`src/rtl/corr_pred_pkg.sv`:
```
package corr_pred_pkg;
  // Low PC bits dropped to form a word address
  localparam int unsigned BYTE_OFF_BITS = 2;

  typedef enum logic {
    DIR_NOT_TAKEN = 1'b0,
    DIR_TAKEN     = 1'b1
  } dir_e;
endpackage

```
`src/rtl/ghist_reg.sv`:
```
module ghist_reg #(
  parameter int unsigned HIST_BITS = 2,
  localparam int unsigned HW = (HIST_BITS > 0) ? HIST_BITS : 1
) (
  input  logic          clk,
  input  logic          rst_n,
  input  logic          shift_en,
  input  logic          shift_in,
  output logic [HW-1:0] hist
);
  generate
    if (HIST_BITS > 0) begin : g_hist
      logic [HW-1:0] hist_q, hist_d;

      always_comb begin
        hist_d = HW'({hist_q, shift_in});
      end

      always_ff @(posedge clk or negedge rst_n) begin
        if (!rst_n) begin
          hist_q <= '0;
        end else if (shift_en) begin
          hist_q <= hist_d;
        end
      end

      assign hist = hist_q;


      hist_idle_chk: assert property (@(posedge clk) disable iff (!rst_n)
        !shift_en |=> $stable(hist_q));

      hist_newest_chk: assert property (@(posedge clk) disable iff (!rst_n)
        shift_en |=> hist_q[0] == $past(shift_in));
    end else begin : g_nohist
      assign hist = '0;
    end
  endgenerate
endmodule

```
`src/rtl/pred_index.sv`:
```
module pred_index #(
  parameter int unsigned PC_W      = 32,
  parameter int unsigned HIST_BITS = 2,
  parameter int unsigned ADDR_BITS = 4,
  localparam int unsigned HW    = (HIST_BITS > 0) ? HIST_BITS : 1,
  localparam int unsigned IDX_W = HIST_BITS + ADDR_BITS
) (
  input  logic [PC_W-1:0]  pc,
  input  logic [HW-1:0]    hist,
  output logic [IDX_W-1:0] idx
);
  import corr_pred_pkg::*;
  localparam int unsigned LO = BYTE_OFF_BITS;

  generate
    if (HIST_BITS > 0 && ADDR_BITS > 0) begin : g_both
      assign idx = {hist, pc[LO+ADDR_BITS-1:LO]};
    end else if (HIST_BITS > 0) begin : g_hist_only
      assign idx = hist;
    end else begin : g_addr_only
      assign idx = pc[LO+ADDR_BITS-1:LO];
    end
  endgenerate
endmodule

```
`src/rtl/ctr_table.sv`:
```
module ctr_table #(
  parameter int unsigned IDX_W    = 6,
  parameter int unsigned CTR_BITS = 2,
  localparam int unsigned ENTRIES = 1 << IDX_W
) (
  input  logic             clk,
  input  logic             rst_n,
  input  logic [IDX_W-1:0] rd_idx,
  output logic             rd_taken,
  input  logic             wr_en,
  input  logic [IDX_W-1:0] wr_idx,
  input  logic             wr_taken
);
  localparam logic [CTR_BITS-1:0] CTR_MAX  = '1;
  localparam logic [CTR_BITS-1:0] CTR_MIN  = '0;
  localparam logic [CTR_BITS-1:0] CTR_INIT = CTR_BITS'((1 << (CTR_BITS-1)) - 1);

  logic [ENTRIES-1:0][CTR_BITS-1:0] tbl_q, tbl_d;
  logic [CTR_BITS-1:0] cur_ctr, nxt_ctr;

  always_comb begin
    cur_ctr = tbl_q[wr_idx];
    nxt_ctr = cur_ctr;
    if (wr_taken && cur_ctr != CTR_MAX) begin
      nxt_ctr = cur_ctr + 1'b1;
    end else if (!wr_taken && cur_ctr != CTR_MIN) begin
      nxt_ctr = cur_ctr - 1'b1;
    end
    tbl_d = tbl_q;
    tbl_d[wr_idx] = nxt_ctr;
  end

  always_ff @(posedge clk or negedge rst_n) begin
    if (!rst_n) begin
      for (int i = 0; i < ENTRIES; i++) tbl_q[i] <= CTR_INIT;
    end else if (wr_en) begin
      tbl_q <= tbl_d;
    end
  end

  // Read straight from the registers: a same-cycle write is not yet visible
  assign rd_taken = tbl_q[rd_idx][CTR_BITS-1];


  no_write_idle_chk: assert property (@(posedge clk) disable iff (!rst_n)
    !wr_en |=> $stable(tbl_q));

  sat_top_chk: assert property (@(posedge clk) disable iff (!rst_n)
    (wr_en && wr_taken && tbl_q[wr_idx] == CTR_MAX) |=> tbl_q[$past(wr_idx)] == CTR_MAX);

  sat_floor_chk: assert property (@(posedge clk) disable iff (!rst_n)
    (wr_en && !wr_taken && tbl_q[wr_idx] == CTR_MIN) |=> tbl_q[$past(wr_idx)] == CTR_MIN);

  incr_step_chk: assert property (@(posedge clk) disable iff (!rst_n)
    (wr_en && wr_taken && tbl_q[wr_idx] != CTR_MAX)
      |=> tbl_q[$past(wr_idx)] == $past(tbl_q[wr_idx]) + 1'b1);

  decr_step_chk: assert property (@(posedge clk) disable iff (!rst_n)
    (wr_en && !wr_taken && tbl_q[wr_idx] != CTR_MIN)
      |=> tbl_q[$past(wr_idx)] == $past(tbl_q[wr_idx]) - 1'b1);
endmodule

```
`src/rtl/corr_branch_predictor.sv`:
```
module corr_branch_predictor #(
  parameter int unsigned PC_W      = 32,
  parameter int unsigned HIST_BITS = 2,
  parameter int unsigned ADDR_BITS = 4,
  parameter int unsigned CTR_BITS  = 2,
  localparam int unsigned HW    = (HIST_BITS > 0) ? HIST_BITS : 1,
  localparam int unsigned IDX_W = HIST_BITS + ADDR_BITS
) (
  input  logic            clk,
  input  logic            rst_n,
  input  logic [PC_W-1:0] lk_pc,
  output logic            lk_taken,
  output logic [HW-1:0]   lk_hist,
  input  logic            up_valid,
  input  logic [PC_W-1:0] up_pc,
  input  logic [HW-1:0]   up_hist,
  input  logic            up_taken
);
  logic [HW-1:0]    cur_hist;
  logic [IDX_W-1:0] lk_idx, up_idx;

  ghist_reg #(.HIST_BITS(HIST_BITS)) u_hist (
    .clk(clk), .rst_n(rst_n),
    .shift_en(up_valid), .shift_in(up_taken), .hist(cur_hist)
  );

  pred_index #(.PC_W(PC_W), .HIST_BITS(HIST_BITS), .ADDR_BITS(ADDR_BITS)) u_lk_idx (
    .pc(lk_pc), .hist(cur_hist), .idx(lk_idx)
  );

  pred_index #(.PC_W(PC_W), .HIST_BITS(HIST_BITS), .ADDR_BITS(ADDR_BITS)) u_up_idx (
    .pc(up_pc), .hist(up_hist), .idx(up_idx)
  );

  ctr_table #(.IDX_W(IDX_W), .CTR_BITS(CTR_BITS)) u_tbl (
    .clk(clk), .rst_n(rst_n),
    .rd_idx(lk_idx), .rd_taken(lk_taken),
    .wr_en(up_valid), .wr_idx(up_idx), .wr_taken(up_taken)
  );

  assign lk_hist = cur_hist;
endmodule

```
`config.mk`:
```
export PLATFORM = sky130hd
export DESIGN_NAME = corr_branch_predictor
export DESIGN_NICKNAME = d
export VERILOG_FILES = /design/src/rtl/corr_pred_pkg.sv /design/src/rtl/ghist_reg.sv /design/src/rtl/pred_index.sv /design/src/rtl/ctr_table.sv /design/src/rtl/corr_branch_predictor.sv
export SDC_FILE = /design/constraint.sdc
export NUM_CORES = 1
export LEC_CHECK = 0
export ABC_AREA = 1
export CAP_MARGIN = 25
export CORE_AREA = 2 2 119 121
export CTS_CLUSTER_DIAMETER = 40
export DETAILED_ROUTE_END_ITERATION = 8
export DIE_AREA = 0 0 121 123
export DONT_BUFFER_PORTS = 1
export PLACE_DENSITY_LB_ADDON = 0.3
export SLEW_MARGIN = 20
export SYNTH_ARGS = -nofsm -noshare
export SYNTH_HDL_FRONTEND = slang
export SYNTH_SLANG_ARGS = --single-unit
```
`constraint.sdc`:
```
create_clock -name clk -period 3.57 [get_ports clk]
set_clock_uncertainty 0.05 [all_clocks]
set_input_delay 0.1785 -clock clk [delete_from_list [all_inputs] [get_ports clk]]
set_output_delay 0.1785 -clock clk [all_outputs]
set_load 0.01 [all_outputs]
```
==> metrics.txt, run 1 <==
# TYPE chip_impl_metric gauge
chip_impl_info{name="cts_tree",value="yes"} 1
chip_impl_metric{name="detailedPlacementHpwl",unit="um"} 14500
chip_impl_metric{name="via_count",unit=""} 7949
chip_impl_metric{name="post-route-worst-setup-slack",unit="ns"} 0.866
chip_impl_metric{name="finalCritPeriodShare",unit=""} 0.758
chip_impl_metric{name="grt_antenna_before_repair",unit=""} 0
chip_impl_metric{name="post_cts.resized_instances",unit=""} 0
chip_impl_metric{name="worstMarginPinSlew",unit="ns"} 0.829
chip_impl_metric{name="core.rowCount",unit=""} 43
chip_impl_metric{name="place_congestion",unit=""} 0.941
chip_impl_metric{name="first_pass_drt_iterations",unit=""} 6
chip_impl_metric{name="drt-wirelength-per-cell",unit="um"} 16.8
chip_impl_metric{name="fin_area",unit="um2"} 8890
chip_impl_metric{name="final-setup-viol-count",unit=""} 0
chip_impl_info{name="run_status",value="finished clean"} 1
chip_impl_metric{name="finalWorstPathRequiredPeriod",unit="ns"} 2.70
chip_impl_metric{name="postSynthRegisterBits",unit=""} 130
chip_impl_info{name="hp-class",value="input port to flip-flop"} 1
chip_impl_info{name="setup.worst_path.end_class",value="flip-flop"} 1
chip_impl_metric{name="starting_density",unit=""} 0.591
chip_impl_info{name="setup.worst_path.start_class",value="flip-flop"} 1
chip_impl_metric{name="timing.critical_path.required",unit="ns"} 3.87
chip_impl_metric{name="placement.cell_area",unit="um2"} 8170
chip_impl_metric{name="synth_cells",unit=""} 1239
chip_impl_metric{name="post-route-util",unit=""} 0.653
chip_impl_info{name="synthDominantAreaCellType",value="sky130_fd_sc_hd__nand2_1"} 1
chip_impl_metric{name="netlist.area_leader.share",unit=""} 0.246
chip_impl_metric{name="leakage",unit="nW"} 4.47
chip_impl_metric{name="portBuffers",unit=""} 0
chip_impl_metric{name="power-per-cell-area",unit="nW/um2"} 536
chip_impl_metric{name="clock_path_buffers",unit=""} 2
chip_impl_metric{name="drtAntennaViolNets",unit=""} 0
chip_impl_metric{name="initialDrtViolationCount",unit=""} 1086
chip_impl_metric{name="yosysWarnings",unit=""} 0
chip_impl_metric{name="fmaxAchievable",unit="MHz"} 370
chip_impl_metric{name="clock_sink_count",unit=""} 130
chip_impl_metric{name="setup_tns",unit="ns"} 0
chip_impl_metric{name="detail_route.drc_violations",unit=""} 0
chip_impl_metric{name="worst_ep_arrival_time",unit="ns"} 3.01
chip_impl_metric{name="n_antenna_cell",unit=""} 0
chip_impl_metric{name="synth.net_count",unit=""} 1311
chip_impl_metric{name="hold_viol",unit=""} 0
chip_impl_metric{name="clkTransAtPathRegs",unit="ns"} 0.06
chip_impl_metric{name="clkLatencyLatePin",unit="ns"} 0.43
chip_impl_metric{name="synth_sequential_area_ratio",unit=""} 0.415
chip_impl_info{name="layout.cells.most_common_list",value="sky130_fd_sc_hd__nand2_1, sky130_fd_sc_hd__nand3_1, sky130_fd_sc_hd__inv_1"} 1
chip_impl_metric{name="clock_tree.htree_level_count",unit=""} 4
chip_impl_metric{name="synthesis.area_per_instance",unit="um2"} 6.49
chip_impl_metric{name="die_height",unit="um"} 123
chip_impl_metric{name="num-fill-cells",unit=""} 1199
chip_impl_metric{name="grt_first_pass_wirelength",unit="um"} 38700
chip_impl_info{name="layout_commonest_cell",value="sky130_fd_sc_hd__nand2_1"} 1
chip_impl_metric{name="gr-total-overflow",unit=""} 0
chip_impl_metric{name="track_usage",unit=""} 0.340
chip_impl_info{name="rsz0062_at_grt",value="false"} 1
chip_impl_info{name="post_synth_main_area_contributors",value="sky130_fd_sc_hd__nand2_1, sky130_fd_sc_hd__dfstp_2, sky130_fd_sc_hd__dfrtp_1"} 1
chip_impl_metric{name="synthesis.area",unit="um2"} 8040
chip_impl_metric{name="fin_nets",unit=""} 1296
chip_impl_info{name="worstSetupPathType",value="flip-flop to flip-flop"} 1
chip_impl_metric{name="ir_worst_vdd",unit="mV"} 0.310
chip_impl_metric{name="detail_route.vias_per_cell",unit=""} 5.61
chip_impl_metric{name="maximum_number_of_pins_on_one_net_before_global_route_repair",unit=""} 131
chip_impl_metric{name="syn2layout_area_growth",unit="%"} 10.5
chip_impl_metric{name="first_global_vias",unit=""} 7587
chip_impl_info{name="ctsRootBufferMaster",value="sky130_fd_sc_hd__clkbuf_16"} 1
chip_impl_metric{name="maxSlewHeadroom",unit=""} 0.446
chip_impl_metric{name="routed_wirelength",unit="um"} 23800
chip_impl_metric{name="die_width",unit="um"} 121
chip_impl_metric{name="max_cap_viol_count",unit=""} 0
chip_impl_metric{name="std_cell_core_area",unit="um2"} 13600
chip_impl_metric{name="io_pins",unit=""} 73
chip_impl_metric{name="post_route_total_power",unit="mW"} 4.77
chip_impl_metric{name="final_layout_size_suffix_gt1_frac",unit=""} 0.102
chip_impl_metric{name="yosys.cell_types.count",unit=""} 24
chip_impl_metric{name="finalMaxSlewViolations",unit=""} 0
chip_impl_metric{name="worst-path-max-fanout",unit=""} 12
chip_impl_metric{name="post_place_worst_slack",unit="ns"} 0.744
chip_impl_metric{name="cts-buffers-inserted",unit=""} 17
chip_impl_metric{name="die_area",unit="um2"} 14900
stage by stage:
stage / instances / hold slack (ns)
floorplan: 1239 / -0.167
global placement: 1381 / -0.164
detailed placement: 1381 / -0.164
CTS: 1417 / 0.00264
global route: 1417 / 0.0543
finish: 1417 / 0.0223
power breakdown:
part           total (mW)  switching (mW)  internal, mW  leakage [nW]
clock network        1.94           0.669          1.28         0.319
registers            1.94           0.150          1.79          1.55
logic               0.882           0.575         0.307          2.60
what timing repair did:
item / 4_1_cts / 5_1_grt
hold buffers: 4 / 0
setup buffers: 0 / 0
hold endpoints to repair: 132 / 0
layer usage:
metal	global-route usage	up-vias	wire length, um	part of all wire
li1	-	3799	-	-
met3	0.0729	93	2700	0.11
met5	0	-	0	0
met2	0.527	443	10500	0.44
met1	0.454	3614	9510	0.40
met4	0.172	0	1090	0.046
cell usage after synthesis:
| library cell | instances |
|---|---|
| sky130_fd_sc_hd__nand2_1 | 528 |
| sky130_fd_sc_hd__buf_4 | 13 |
| sky130_fd_sc_hd__o21ai_0 | 43 |
| sky130_fd_sc_hd__clkbuf_1 | 19 |
| sky130_fd_sc_hd__ha_1 | 2 |
| sky130_fd_sc_hd__nor2_2 | 3 |
| sky130_fd_sc_hd__dfrtp_1 | 66 |
| sky130_fd_sc_hd__buf_2 | 14 |
| sky130_fd_sc_hd__or2_1 | 1 |
| sky130_fd_sc_hd__nor2_1 | 89 |
| sky130_fd_sc_hd__or2_2 | 3 |
| sky130_fd_sc_hd__nand3_2 | 1 |
| sky130_fd_sc_hd__nand2_4 | 2 |
| sky130_fd_sc_hd__nor3_1 | 14 |
| sky130_fd_sc_hd__clkinv_1 | 1 |
| sky130_fd_sc_hd__a21oi_1 | 22 |
| sky130_fd_sc_hd__nand3_1 | 169 |
| sky130_fd_sc_hd__dfstp_2 | 64 |
| sky130_fd_sc_hd__a221oi_1 | 1 |
| sky130_fd_sc_hd__inv_1 | 155 |
| sky130_fd_sc_hd__o21ai_1 | 8 |
| sky130_fd_sc_hd__o211ai_1 | 10 |
| sky130_fd_sc_hd__inv_2 | 3 |
| sky130_fd_sc_hd__buf_6 | 8 |
final timing paths:
path | start | endpoint | cells past startpoint | slack [ns]
worst max-delay path | u_tbl.tbl_q[92]$_DFFE_PN1P_ | u_tbl.tbl_q[18]$_DFFE_PN1P_ | 18 | 0.87
worst min-delay path | up_pc[2] | u_tbl.tbl_q[64]$_DFFE_PN1P_ | 5 | 0.02
worst max register to register | u_tbl.tbl_q[92]$_DFFE_PN1P_ | u_tbl.tbl_q[18]$_DFFE_PN1P_ | 18 | 0.87
worst min register to register | u_tbl.tbl_q[54]$_DFFE_PN1P_ | u_tbl.tbl_q[54]$_DFFE_PN1P_ | 2 | 0.41
max in group asynchronous | rst_n | u_tbl.tbl_q[107]$_DFFE_PN0P_ | 2 | 2.63
min in group asynchronous | rst_n | u_tbl.tbl_q[61]$_DFFE_PN0P_ | 2 | 0.33
final cells by class:
type,count,area (um2),share of cell area
Sequential cell,130,3330,0.375
Multi-Input combinational cell,896,3780,0.426
Inverter,159,597,0.0671
Timing Repair Buffer,20,290,0.0327
Tap cell,180,225,0.0253
Clock buffer,19,453,0.0509
Clock inverter,13,206,0.0232
sequential cells by signal (all words and copies together), names as in the netlist:
signal       cells
u_tbl.tbl_q    128
u_hist.hist      2
logic make-up after synthesis:
kind of cell | synth area share
flip-flops | 0.415
adder cells (fa/ha/maj) | 0.00311
AND/OR/NAND/NOR | 0.411
AO/OA/AOI/OAI | 0.0559
buffers and inverters | 0.115
worst max-delay path: stages (launching register included):
cell                      delay (ns)
sky130_fd_sc_hd__dfstp_2        0.37
sky130_fd_sc_hd__nand2_1        0.07
sky130_fd_sc_hd__nand2_1        0.05
sky130_fd_sc_hd__nand2_1        0.05
sky130_fd_sc_hd__nand2_1        0.05
sky130_fd_sc_hd__nand2_1        0.05
sky130_fd_sc_hd__nand2_1        0.05
sky130_fd_sc_hd__nand2_1        0.08
sky130_fd_sc_hd__nand2_1        0.09
sky130_fd_sc_hd__nor2_1         0.24
sky130_fd_sc_hd__nand2_1        0.19
sky130_fd_sc_hd__inv_1          0.09
sky130_fd_sc_hd__ha_1           0.14
sky130_fd_sc_hd__nor2_1         0.06
sky130_fd_sc_hd__nor2_1         0.17
sky130_fd_sc_hd__nand3_2        0.35
sky130_fd_sc_hd__buf_4          0.32
sky130_fd_sc_hd__nand3_1        0.11
sky130_fd_sc_hd__nand2_1        0.06
No activity file was read; power rests on OpenSTA's default activity.
==> run 2: changes to the inputs <==
- ABC_AREA: 1 -> 0
- CORE_AREA: 2 2 119 121 -> 2 2 113 115
- DIE_AREA: 0 0 121 123 -> 0 0 115 117
- clock period: 3.57 -> 2.47 ns (I/O delays scaled with it)
==> run 2 against run 1 <==
  * The flow now finishes with violations (hold timing, setup timing)
  * Non-clock buffer count is 119 higher
  * Final area is 7.0% higher
  * Clock-buffer cell count is 8 higher
  * Synthesized cell count is 44% lower
  * Total power is 80% higher
  * Critical endpoint is now u_tbl.tbl_q[6]$_DFFE_PN1P_
  * Fmax is 16% lower
  * Area after synthesis is 13% lower
==> metrics.txt, run 2 <==
# TYPE chip_impl_metric gauge
chip_impl_info{name="run_status",value="complete, but fails checks"} 1
chip_impl_info{name="failed_checks",value="hold timing, setup timing"} 1
chip_impl_metric{name="post_place_worst_slack",unit="ns"} -0.717
chip_impl_metric{name="largest_register_ffs",unit=""} 128
chip_impl_metric{name="drtAntennaViolNets",unit=""} 0
chip_impl_metric{name="core.rowCount",unit=""} 41
chip_impl_metric{name="netlist.area_leader.share",unit=""} 0.240
chip_impl_metric{name="fin_nets",unit=""} 874
chip_impl_metric{name="worst_hold_margin",unit="ns"} -0.680
chip_impl_metric{name="die_height",unit="um"} 117
chip_impl_metric{name="post-route-util",unit=""} 0.773
chip_impl_metric{name="ir_worst_vdd",unit="mV"} 0.527
chip_impl_metric{name="clkLatencyLatePin",unit="ns"} 0.45
chip_impl_metric{name="worst-path-max-fanout",unit=""} 7
chip_impl_metric{name="clock_tree.htree_level_count",unit=""} 4
chip_impl_metric{name="holdBufCountCts",unit=""} 3
chip_impl_metric{name="finalMaxSlewViolations",unit=""} 0
chip_impl_info{name="globalRoute.busiestLayer",value="met2"} 1
chip_impl_metric{name="io_pins",unit=""} 73
chip_impl_metric{name="setup_tns",unit="ns"} -93.42
chip_impl_metric{name="leakage",unit="nW"} 4.00
chip_impl_metric{name="synthesis.area_per_instance",unit="um2"} 10.1
chip_impl_metric{name="drt-wirelength-per-cell",unit="um"} 28.3
chip_impl_metric{name="portBuffers",unit=""} 0
chip_impl_metric{name="place_congestion",unit=""} 0.923
chip_impl_metric{name="die_width",unit="um"} 115
chip_impl_info{name="reg2reg_from",value="u_tbl.tbl_q[80]$_DFFE_PN1P_"} 1
chip_impl_metric{name="worst_ep_arrival_time",unit="ns"} 3.56
chip_impl_info{name="layout_commonest_cell",value="sky130_fd_sc_hd__nand2_1"} 1
chip_impl_metric{name="gr-total-overflow",unit=""} 0
chip_impl_info{name="rsz0062_at_grt",value="true"} 1
chip_impl_metric{name="grtUsageMet1",unit=""} 0.441
chip_impl_metric{name="clkTransAtPathRegs",unit="ns"} 0.06
chip_impl_info{name="hp-class",value="input port to async pin"} 1
chip_impl_metric{name="starting_density",unit=""} 0.568
chip_impl_metric{name="final-setup-viol-count",unit=""} 129
chip_impl_metric{name="grt_first_pass_wirelength",unit="um"} 36000
chip_impl_metric{name="yosysWarnings",unit=""} 0
chip_impl_metric{name="die_area",unit="um2"} 13500
chip_impl_metric{name="final_layout_size_suffix_gt1_frac",unit=""} 0.467
chip_impl_info{name="ys_top_cells_by_count",value="sky130_fd_sc_hd__nand2_1, sky130_fd_sc_hd__o21ai_0, sky130_fd_sc_hd__dfrtp_1"} 1
chip_impl_info{name="post_synth_main_area_contributors",value="sky130_fd_sc_hd__dfstp_2, sky130_fd_sc_hd__dfrtp_1, sky130_fd_sc_hd__nand2_1"} 1
chip_impl_metric{name="syn2layout_area_growth",unit="%"} 36.0
chip_impl_info{name="synthDominantAreaCellType",value="sky130_fd_sc_hd__dfstp_2"} 1
chip_impl_metric{name="maxSlewHeadroom",unit=""} 0.365
chip_impl_metric{name="grt.met2_usage",unit=""} 0.586
chip_impl_metric{name="synth_sequential_area_ratio",unit=""} 0.476
chip_impl_metric{name="synth_cells",unit=""} 691
chip_impl_info{name="largest_register",value="u_tbl.tbl_q"} 1
chip_impl_info{name="setup.worst_path.end_class",value="flip-flop"} 1
chip_impl_info{name="synth_most_common_cell",value="sky130_fd_sc_hd__nand2_1"} 1
chip_impl_metric{name="groute.layer.met3.usage",unit=""} 0.0932
chip_impl_metric{name="track_usage",unit=""} 0.364
chip_impl_metric{name="routed_wirelength",unit="um"} 27300
chip_impl_metric{name="n_antenna_cell",unit=""} 0
chip_impl_metric{name="finalCritPeriodShare",unit=""} 1.31
chip_impl_info{name="ctsRootBufferMaster",value="sky130_fd_sc_hd__clkbuf_16"} 1
chip_impl_info{name="setup.worst_path.start_class",value="flip-flop"} 1
chip_impl_metric{name="yosys.cell_types.count",unit=""} 53
chip_impl_info{name="cts_tree",value="yes"} 1
chip_impl_metric{name="synthesis.area",unit="um2"} 7000
chip_impl_info{name="ys.flop_type",value="sky130_fd_sc_hd__dfrtp_1"} 1
chip_impl_metric{name="detail_route.vias_per_cell",unit=""} 7.22
chip_impl_metric{name="postSynthRegisterBits",unit=""} 130
chip_impl_metric{name="detailedPlacementHpwl",unit="um"} 13500
chip_impl_metric{name="ys_async_sr_fraction",unit=""} 1.00
chip_impl_metric{name="via_count",unit=""} 6966
chip_impl_info{name="layout.cells.most_common_list",value="sky130_fd_sc_hd__nand2_1, sky130_fd_sc_hd__buf_4, sky130_fd_sc_hd__dfrtp_1"} 1
chip_impl_metric{name="clock_sink_count",unit=""} 130
chip_impl_metric{name="first_pass_drt_iterations",unit=""} 7
chip_impl_metric{name="maximum_number_of_pins_on_one_net_before_global_route_repair",unit=""} 131
chip_impl_metric{name="worstMarginPinSlew",unit="ns"} 0.951
chip_impl_metric{name="initialDrtViolationCount",unit=""} 1341
chip_impl_metric{name="post-route-worst-setup-slack",unit="ns"} -0.769
chip_impl_metric{name="finalWorstPathRequiredPeriod",unit="ns"} 3.24
chip_impl_metric{name="timing.critical_path.required",unit="ns"} 2.79
chip_impl_metric{name="fmaxAchievable",unit="MHz"} 309
chip_impl_info{name="worstSetupStartpoint",value="u_tbl.tbl_q[80]$_DFFE_PN1P_"} 1
chip_impl_info{name="worstSetupPathType",value="flip-flop to flip-flop"} 1
chip_impl_metric{name="synth.net_count",unit=""} 763
chip_impl_metric{name="hold_viol",unit=""} 130
chip_impl_metric{name="power-per-cell-area",unit="nW/um2"} 902
chip_impl_metric{name="cts-buffers-inserted",unit=""} 17
chip_impl_metric{name="std_cell_core_area",unit="um2"} 12300
chip_impl_metric{name="max_cap_viol_count",unit=""} 0
chip_impl_metric{name="detail_route.drc_violations",unit=""} 0
chip_impl_metric{name="first_global_vias",unit=""} 6496
chip_impl_metric{name="grt_antenna_before_repair",unit=""} 1
chip_impl_metric{name="clock_path_buffers",unit=""} 2
chip_impl_metric{name="synth_enable_flop_cells",unit=""} 0
==> run 2: worst max-delay path, cell delays in order, from the launching register on <==
cell                       delay [ns]
sky130_fd_sc_hd__dfstp_2         0.37
sky130_fd_sc_hd__mux2i_2         0.21
sky130_fd_sc_hd__a211oi_2        0.14
sky130_fd_sc_hd__o41ai_2         0.37
sky130_fd_sc_hd__buf_4           0.16
sky130_fd_sc_hd__o31ai_1         0.08
sky130_fd_sc_hd__nor3_2          0.31
sky130_fd_sc_hd__and2_4          0.23
sky130_fd_sc_hd__inv_2           0.05
sky130_fd_sc_hd__ha_4            0.16
sky130_fd_sc_hd__mux2_4          0.27
sky130_fd_sc_hd__buf_6           0.12
sky130_fd_sc_hd__a21oi_4         0.16
sky130_fd_sc_hd__buf_12          0.17
sky130_fd_sc_hd__buf_12          0.11
sky130_fd_sc_hd__buf_16          0.12
sky130_fd_sc_hd__o31ai_1         0.08
==> run 2: kinds of logic (layout without fill, tap and decap cells) <==
logic type | count (synthesis) | after routing | synth area share
AOI/OAI and AO/OA | 199 | 199 | 0.194
buffers and inverters | 51 | 175 | 0.0512
DFF | 130 | 130 | 0.476
muxes | 62 | 62 | 0.129
and+or+nand+nor | 247 | 247 | 0.146
adders and majority gates | 2 | 2 | 0.00358
==> run 2: layout make-up <==
class	count	area, um2
Multi-Input combinational cell	510	3910
Sequential cell	130	3330
Fill cell	659	2800
Timing Repair Buffer	139	1500
Clock buffer	27	493
Tap cell	150	188
Clock inverter	5	75.1
Inverter	4	15.0
==> run 2: power by group <==
part	total [mW]	leakage [nW]	internal [mW]	switching [mW]
Sequential	3.05	1.55	2.73	0.319
Combinational	3.05	2.16	1.50	1.55
Clock	2.49	0.279	1.56	0.934
Total	8.59	4.00	5.79	2.80
==> run 2: final timing paths <==
path	endpoint	slack, ns	cells past startpoint
worst max-delay path	u_tbl.tbl_q[6]$_DFFE_PN1P_	-0.77	16
worst min-delay path	u_tbl.tbl_q[27]$_DFFE_PN0P_	-0.68	0
worst max register to register	u_tbl.tbl_q[6]$_DFFE_PN1P_	-0.77	16
worst min register to register	u_tbl.tbl_q[12]$_DFFE_PN1P_	0.43	2
max in group asynchronous	u_tbl.tbl_q[100]$_DFFE_PN1P_	2.72	0
min in group clk	u_tbl.tbl_q[4]$_DFFE_PN1P_	0.06	4
==> run 2: through the flow <==
step / cell area (um2) / cells / power, mW
final: 9520 / 965 / 8.59
after global placement: 7770 / 903 / 4.64
after CTS: 8930 / 956 / 7.77
after global routing: 9520 / 965 / 8.78
after detailed placement: 7770 / 903 / 4.74
after floorplan: 7050 / 691 / 4.06
==> run 2: what timing repair did <==
item                                   in CTS  in global routing
pin swaps                                   6                 18
cloned                                      8                 10
buffers inserted                           10                  2
endpoints found under the hold margin     132                130
resized for setup                          90                125
setup endpoints to repair                 129                129
==> run 2: per-layer routing <==
metal	vias to the layer above	share of wire
met4	2	0.079
met2	591	0.46
met1	3374	0.33
li1	2773	-
met5	-	0.00048
met3	226	0.12
